`config.mk`:
```
export PLATFORM = sky130hd
export DESIGN_NAME = tag_fault_responder
export DESIGN_NICKNAME = d
export VERILOG_FILES = /design/src/rtl/tfr_pkg.sv /design/src/rtl/tfr_align_chk.sv /design/src/rtl/tfr_outcome.sv /design/src/rtl/tfr_status_bank.sv /design/src/rtl/tag_fault_responder.sv
export SDC_FILE = /design/constraint.sdc
export NUM_CORES = 1
export LEC_CHECK = 0
export ABC_AREA = 1
export ABC_CLOCK_PERIOD_IN_PS = 2100
export CAP_MARGIN = 20
export CORE_MARGIN = 1.5
export CORE_UTILIZATION = 35
export DETAILED_ROUTE_END_ITERATION = 8
export HOLD_SLACK_MARGIN = 0.1
export PLACE_DENSITY = 0.89
export SYNTH_ARGS = -nofsm -noshare
export SYNTH_HDL_FRONTEND = slang
export SYNTH_SLANG_ARGS = --single-unit
export TNS_END_PERCENT = 100
```
`constraint.sdc`:
```
create_clock -name clk -period 2.1 [get_ports clk]
set_clock_uncertainty 0.2 [all_clocks]
set_input_delay 0.42 -clock clk [delete_from_list [all_inputs] [get_ports clk]]
set_output_delay 0.42 -clock clk [all_outputs]
set_load 0.1 [all_outputs]
```
`src/rtl/tfr_pkg.sv`:
```
package tfr_pkg;
  typedef enum logic [1:0] {
    FM_IGNORE = 2'd0,
    FM_ABORT  = 2'd1,
    FM_RECORD = 2'd2,
    FM_ASYM   = 2'd3
  } fault_mode_e;

  localparam int USER_MODE_LSB = 38;
  localparam int PRIV_MODE_LSB = 40;
  localparam int STAT_W        = 2;

  function automatic fault_mode_e pick_mode(input logic [63:0] ctrl, input logic user);
    return user ? fault_mode_e'(ctrl[USER_MODE_LSB +: 2])
                : fault_mode_e'(ctrl[PRIV_MODE_LSB +: 2]);
  endfunction
endpackage

```
`src/rtl/tfr_align_chk.sv`:
```
module tfr_align_chk #(
  parameter int ADDR_W  = 64,
  parameter int ALIGN_W = 3
) (
  input  logic [ADDR_W-1:0]  addr,
  input  logic [ALIGN_W-1:0] lg2,
  output logic               misaligned
);
  localparam int SPAN = (1 << ALIGN_W) - 1;

  logic [SPAN-1:0] low_mask;

  always_comb begin
    for (int b = 0; b < SPAN; b++) begin
      low_mask[b] = (b < int'(lg2));
    end
    misaligned = |(addr[SPAN-1:0] & low_mask);
  end
endmodule

```
`src/rtl/tfr_outcome.sv`:
```
module tfr_outcome #(
  parameter int ADDR_W  = 64,
  parameter int SEL_BIT = 55
) (
  input  logic                 evt_valid,
  input  logic                 evt_write,
  input  logic                 evt_tag_mismatch,
  input  logic                 align_hit,
  input  logic [ADDR_W-1:0]    evt_addr,
  input  logic                 rg_user,
  input  logic                 rg_two_ranges,
  input  logic [63:0]          sys_ctrl,
  output tfr_pkg::fault_mode_e mode,
  output logic                 take_abort,
  output logic                 take_record,
  output logic [1:0]           record_mask
);
  import tfr_pkg::*;

  logic tag_evt;
  logic bit_idx;

  always_comb begin
    mode    = pick_mode(sys_ctrl, rg_user);
    tag_evt = evt_valid && !align_hit && evt_tag_mismatch;
    bit_idx = rg_two_ranges ? evt_addr[SEL_BIT] : 1'b0;
    take_abort  = tag_evt && ((mode == FM_ABORT)  || (mode == FM_ASYM && !evt_write));
    take_record = tag_evt && ((mode == FM_RECORD) || (mode == FM_ASYM &&  evt_write));
    record_mask = take_record ? (bit_idx ? 2'b10 : 2'b01) : 2'b00;
  end
endmodule

```
`src/rtl/tfr_status_bank.sv`:
```
module tfr_status_bank #(
  parameter int NUM_EL = 4,
  localparam int EL_W = (NUM_EL > 1) ? $clog2(NUM_EL) : 1
) (
  input  logic            clk,
  input  logic            rst_n,
  input  logic            set_en,
  input  logic [EL_W-1:0] set_el,
  input  logic [1:0]      set_mask,
  input  logic            wr_en,
  input  logic [EL_W-1:0] wr_el,
  input  logic [1:0]      wr_data,
  input  logic [EL_W-1:0] rd_el,
  output logic [1:0]      rd_data
);
  logic [1:0] stat [NUM_EL];

  for (genvar e = 0; e < NUM_EL; e++) begin : g_el
    logic hit_wr, hit_set;
    assign hit_wr  = wr_en  && (wr_el  == EL_W'(e));
    assign hit_set = set_en && (set_el == EL_W'(e));
    always_ff @(posedge clk) begin
      if (!rst_n)
        stat[e] <= '0;
      else if (hit_wr || hit_set)
        stat[e] <= (hit_wr ? wr_data : stat[e]) | (hit_set ? set_mask : 2'b00);
    end
  end

  always_comb begin
    rd_data = '0;
    for (int e = 0; e < NUM_EL; e++)
      if (rd_el == EL_W'(e)) rd_data = stat[e];
  end
endmodule

```
`src/rtl/tag_fault_responder.sv`:
```
module tag_fault_responder #(
  parameter int ADDR_W  = 64,
  parameter int ALIGN_W = 3,
  parameter int NUM_EL  = 4,
  parameter int SEL_BIT = 55,
  localparam int EL_W = (NUM_EL > 1) ? $clog2(NUM_EL) : 1
) (
  input  logic               clk,
  input  logic               rst_n,
  input  logic               evt_valid,
  input  logic [ADDR_W-1:0]  evt_addr,
  input  logic               evt_write,
  input  logic               evt_tag_mismatch,
  input  logic [ALIGN_W-1:0] evt_align_lg2,
  input  logic               rg_user,
  input  logic               rg_two_ranges,
  input  logic [EL_W-1:0]    rg_el,
  input  logic [63:0]        sys_ctrl,
  input  logic               sw_wr_en,
  input  logic [EL_W-1:0]    sw_wr_el,
  input  logic [1:0]         sw_wr_data,
  input  logic [EL_W-1:0]    sw_rd_el,
  output logic [1:0]         sw_rd_data,
  output logic               abort_pulse,
  output logic               abort_align,
  output logic [ADDR_W-1:0]  abort_addr,
  output logic               abort_write
);
  import tfr_pkg::*;

  logic        misaligned;
  logic        align_hit;
  fault_mode_e mode;
  logic        take_abort;
  logic        take_record;
  logic [1:0]  record_mask;

  tfr_align_chk #(.ADDR_W(ADDR_W), .ALIGN_W(ALIGN_W)) u_align (
    .addr(evt_addr), .lg2(evt_align_lg2), .misaligned(misaligned)
  );

  assign align_hit = evt_valid && misaligned;

  tfr_outcome #(.ADDR_W(ADDR_W), .SEL_BIT(SEL_BIT)) u_outcome (
    .evt_valid(evt_valid), .evt_write(evt_write), .evt_tag_mismatch(evt_tag_mismatch),
    .align_hit(align_hit), .evt_addr(evt_addr), .rg_user(rg_user),
    .rg_two_ranges(rg_two_ranges), .sys_ctrl(sys_ctrl), .mode(mode),
    .take_abort(take_abort), .take_record(take_record), .record_mask(record_mask)
  );

  tfr_status_bank #(.NUM_EL(NUM_EL)) u_status (
    .clk(clk), .rst_n(rst_n), .set_en(take_record), .set_el(rg_el),
    .set_mask(record_mask), .wr_en(sw_wr_en), .wr_el(sw_wr_el),
    .wr_data(sw_wr_data), .rd_el(sw_rd_el), .rd_data(sw_rd_data)
  );

  always_ff @(posedge clk) begin
    if (!rst_n) begin
      abort_pulse <= 1'b0;
      abort_align <= 1'b0;
      abort_addr  <= '0;
      abort_write <= 1'b0;
    end else begin
      abort_pulse <= align_hit || take_abort;
      if (align_hit || take_abort) begin
        abort_align <= align_hit;
        abort_addr  <= evt_addr;
        abort_write <= evt_write;
      end
    end
  end
endmodule

```
# Word level (Yosys, flattened, before mapping)
# Memory sizes are Yosys's and may differ from the RTL's.
# Index checks and enable logic that the tools add are counted.
[classes] magnitude_cmp=7 eq_ne=12 n_mux=33 bitwise=9 reduce_logical=28
[op_table] op="2-to-1 mux 2 bit" n=19
[op_table] op="equality test 2 bit (second input constant)" n=8
[op_table] op="logical AND 1 bit" n=15
[op_table] op="2-to-1 mux 1 bit" n=14
[op_table] op="< comparator 3 bit (first input constant)" n=3
[op_table] op="equality test 2 x 1 -> 1 bit (second input constant)" n=4
[op_table] op="bitwise OR 2 bit" n=4
[op_table] op="AND 7 bit" n=1
[op_table] op="logical OR 1 bit" n=7
[op_table] op="OR reduction 7 bit" n=1
[op_table] op="zero test 2 bit" n=3
[op_table] op="< comparator 1 x 3 -> 1 bit (first input constant)" n=2
[op_table] op="< comparator 2 x 3 -> 1 bit (first input constant)" n=2
[op_table] op="bitwise OR 1 bit" n=4
[op_table] op="zero test 1 bit" n=2
[word_totals] ff_bits=67 mem_bits_rw=8 input_bits=147 out_inout_bits=69 word_cells=94 memories=1
[memory_table] memory="u_status.stat" words=4 width=2 read_ports=4 rd_ports_with_merged_regs=0 wr=4 line="tfr_status_bank.sv:16" text="logic [1:0] stat [NUM_EL];"

# Longest topological paths before layout
[depth] word_depth=14 mapped_depth=13 depth_no_buf=11

# Modules after synthesis
# From an unflattened synthesis, not the netlist that was laid out.
[unflattened] hier_cells=579 area_unflattened_um2=3901.2
[by_module_without_submodules] mod="tag_fault_responder" n_inst=1 cells_per_inst=434 area_per_inst_um2=2959.1 seq_area_each_um2=1341.3
[by_module_without_submodules] mod="tfr_status_bank" n_inst=1 cells_per_inst=100 area_per_inst_um2=728.2 seq_area_each_um2=240.2
[by_module_without_submodules] mod="tfr_outcome" n_inst=1 cells_per_inst=27 area_per_inst_um2=143.9 seq_area_each_um2=0.0
[by_module_without_submodules] mod="tfr_align_chk" n_inst=1 cells_per_inst=18 area_per_inst_um2=70.1 seq_area_each_um2=0.0

# Worst setup path after synthesis
# Ideal clock, no wire load.
[synth_path] kind="input-to-output" from="input sw_rd_el[1]" to="output sw_rd_data[0]" arrival_ns=2.205 t_required_ns=1.480 setup_slack_ns=-0.725 path_stages=3 path_buffers=0 cell_sequence="inv_1 -> nand3_1 -> a32oi_1"
[synth_between] elab_chain_len=5 elab_cells_between_ends=8 cone_classes="eq/ne (3); mux (4); reduce/logical (1)"
[synth_rtl] item="start: declaration" line="tag_fault_responder.sv:22" text="input logic [EL_W-1:0] sw_rd_el,"
[synth_rtl] item="zero test 2 bit" line="tfr_status_bank.sv:33" text="if (rd_el == EL_W'(e)) rd_data = stat[e];"
[synth_rtl] item="2-to-1 mux 2 bit (3 in series)" line="tfr_status_bank.sv:33"
[synth_rtl] item="2-to-1 mux 2 bit (*)" line="tfr_status_bank.sv:33"
[synth_rtl] item="end: declaration" line="tag_fault_responder.sv:23" text="output logic [1:0] sw_rd_data,"
# Every way passes the cells marked *; elsewhere a longest branch is shown, timed or not.

# Worst setup path after layout
[layout_path] from="input sw_rd_el[0]" to="output sw_rd_data[0]"
# The elaborated chain is that of the path after synthesis.

==> summary.txt <==
Clocking
  • Max Root-Sink Buffers: 2
  • Clk slew on worst S/H paths: 0.08 ns
  • Worst-Skew Late Latency: 0.34 ns
  • Hold-fix buffers, CTS: 0
  • CTS root buffer: clkbuf_8
  • CTS sink count: 75
  • CTS tree: built
  • Post-CTS setup buffer count: 0
  • CTS buffer count: 9
  • Htree depth: 3

Setup path
  • CP startpoint kind: input port
  • Critical Path End Type: output port
  • Critical Path Fanout Max: 5
  • WP data required: 1.48 ns
  • Critical path type: in2out
  • R2r setup slk: 0.88 ns
  • CP Launch Point: sw_rd_el[0]
  • Arr. time, crit path: 1.44 ns
  • Reg2reg end: u_status.stat[1][3]$_SDFFCE_PN0P_
  • Worst Reg-to-Reg Cells: 6
  • Launching point of the worst reg2reg path: u_status.stat[1][3]$_SDFFCE_PN0P_
  • Critical Path Sink: sw_rd_data[0]

Layout
  • Fin cells: 689
  • Nets: 723
  • Final cell utilization of the core: 59.0%
  • Layout area overhead: 64.1%
  • Layout cell share with drive strength beyond 1: 18.9%
  • N_diodes: 0

Timing
  • Max Slew Vio Count: 0
  • RSZ-0062 raised after global routing: no
  • Highest clock rate: 487 MHz
  • Slew HR: 76.0%
  • Shortest period the worst path allows: 2.06 ns
  • Final hold vios: 0
  • Tcrit/Tclk final: 97.9%
  • Setup TNS Final: 0 ns
  • Worst slew pin tran: 0.356 ns
  • # setup viols final: 0

Route
  • Final ANT Viol Nets: 0
  • DR vias: 3333
  • Final wirelength: 9.01 mm
  • Initial DRC Count: 149
  • Vias per inst: 4.84
  • WL/cell: 13.1 um
  • DRC: 0
  • Drt first pass iters: 4

Place
  • Gpl congestion: 0.853
  • DP Cell Count: 672
  • I/O Buffers: 155
  • DP Wirelength: 6.75 mm

Die
  • Die height: 97.7 um
  • Die ar.: 9540 um^2
  • Initial Utilization: 36.0%
  • FP Rows: 34
  • Chip width: 97.7 um
  • Io pins: 216
  • Core area: 8720 um^2

Synthesis
  • Register bit total from synthesis: 75
  • Yosys warns: 0
  • Post-Syn Area: 3140 um^2
  • Sequential-to-total area share from yosys stat: 50.4%
  • Cells after Synth: 419
  • Mean Syn Cell Area: 7.49 um^2
  • Synth Net Count: 566
  • Distinct cells, synth: 23

Pwr
  • Leak: 0.00236 uW
  • Peak VDD IR: 0.447 mV
  • Cell Pwr Density: 872 nW/um^2

Global routing
  • Initial antenna violation count: 0
  • Total gr overflow: 0
  • Largest net degree at the start of global routing: 50
  • First-pass GRT wire length: 14.6 mm
  • GRT Total Usage: 18.8%
  • Vias in the first global route: 3203

Worst hold path
  • Hold Path Class: in2reg

Job
  • Max-Cap Viols: 0

Run status
  • Outcome: finished, final reports clean
[per-layer routing]
metal,part of all wire (%),GRT usage (%),vias to the layer above
met1,39,20.6,1523
met3,7.9,5.32,13
met5,0,0,-
met2,51,34.5,146
met4,1.4,6.48,0
li1,-,-,1651
[critical path, cell delays in order]
cell           delay [ns]
dlygate4sd2_1        0.28
inv_1                0.10
nand3_1              0.13
a32oi_4              0.29
buf_12               0.21
[logic make-up after synthesis]
kind of cell	share of synthesized area (%)
simple gates	27.2
compound gates	12.2
flops	50.4
buf+inv	8.25
mux	1.91
[worst min path at each step]
| stage | end | slack [ns] | cells past startpoint | startpoint |
|---|---|---|---|---|
| 2_1_floorplan | abort_addr[0]$_SDFFE_PN0P_ | 0.35 | 2 | evt_addr[0] |
| 3_3_place_gp | abort_align$_SDFFE_PN0P_ | 0.29 | 2 | abort_align$_SDFFE_PN0P_ |
| 3_5_place_dp | abort_addr[3]$_SDFFE_PN0P_ | 0.31 | 2 | abort_addr[3]$_SDFFE_PN0P_ |
| 4_1_cts | abort_addr[54]$_SDFFE_PN0P_ | 0.29 | 3 | rst_n |
| 5_1_grt | abort_addr[22]$_SDFFE_PN0P_ | 0.32 | 3 | rst_n |
| 6_report | abort_addr[59]$_SDFFE_PN0P_ | 0.31 | 3 | rst_n |
[through the flow]
step | instance area, um^2 | setup WS [ns] | power (uW) | hold WS (ns)
2_1_floorplan | 3180 | 0.164 | 2860 | 0.355
3_3_place_gp | 4940 | -0.166 | 3410 | 0.286
3_5_place_dp | 4940 | -0.247 | 3440 | 0.306
4_1_cts | 5130 | 0.0169 | 4530 | 0.290
5_1_grt | 5150 | 0.00708 | 4680 | 0.320
6_report | 5150 | 0.0445 | 4490 | 0.311
[cells in the final DEF (no fill, tap or decap), drive strengths merged]
cell,count
buf,84
nand4,1
edfxtp,8
o21ai,72
or2,1
inv,27
a32oi,2
clkdlybuf4s50,83
clkinvlp,1
dfxtp,67
nand2,46
dlygate4sd2,2
a21oi,1
nor2,146
nand3,21
mux2i,6
clkinv,2
clkbuf,11
[power by group]
group	switching [uW]	total [uW]	internal, uW
Clock	545	1080	534
Combinational	1220	1750	525
Sequential	87.5	1660	1580
[cell type report]
type	instances	area, um^2
clock inverter	5	32.5
sequential	75	1580
clock buffer	11	163
tap	108	135
inverter	25	93.8
multi-input combinational	296	1340
timing repair buffer	169	1800
fill	730	3570
[sequential cells by signal, indices dropped and copies added, names as in the netlist]
name and flops:
abort_addr 64, u_status.stat 8, abort_align 1, abort_pulse 1
abort_write 1
[cells in the mapped netlist, drive strengths merged]
| library cell | instances | area (um^2) |
|---|---|---|
| nor2 | 146 | 548 |
| o21ai | 72 | 360 |
| dfxtp | 67 | 1340 |
| nand2 | 46 | 178 |
| inv | 25 | 93.8 |
| nand3 | 21 | 110 |
| clkbuf | 12 | 67.6 |
| buf | 11 | 97.6 |
| edfxtp | 8 | 240 |
| mux2i | 6 | 60.1 |
| a32oi | 2 | 17.5 |
| a21oi | 1 | 5.00 |
| nand4 | 1 | 12.5 |
| or2 | 1 | 6.26 |
[what timing repair did]
item / 4_1_cts / 5_1_grt
resized for setup: 3 / 6
pin swaps: 1 / 2
cloned: 0 / 1
setup endpoints to repair: 2 / 14
(Power assumes the default switching activity.)
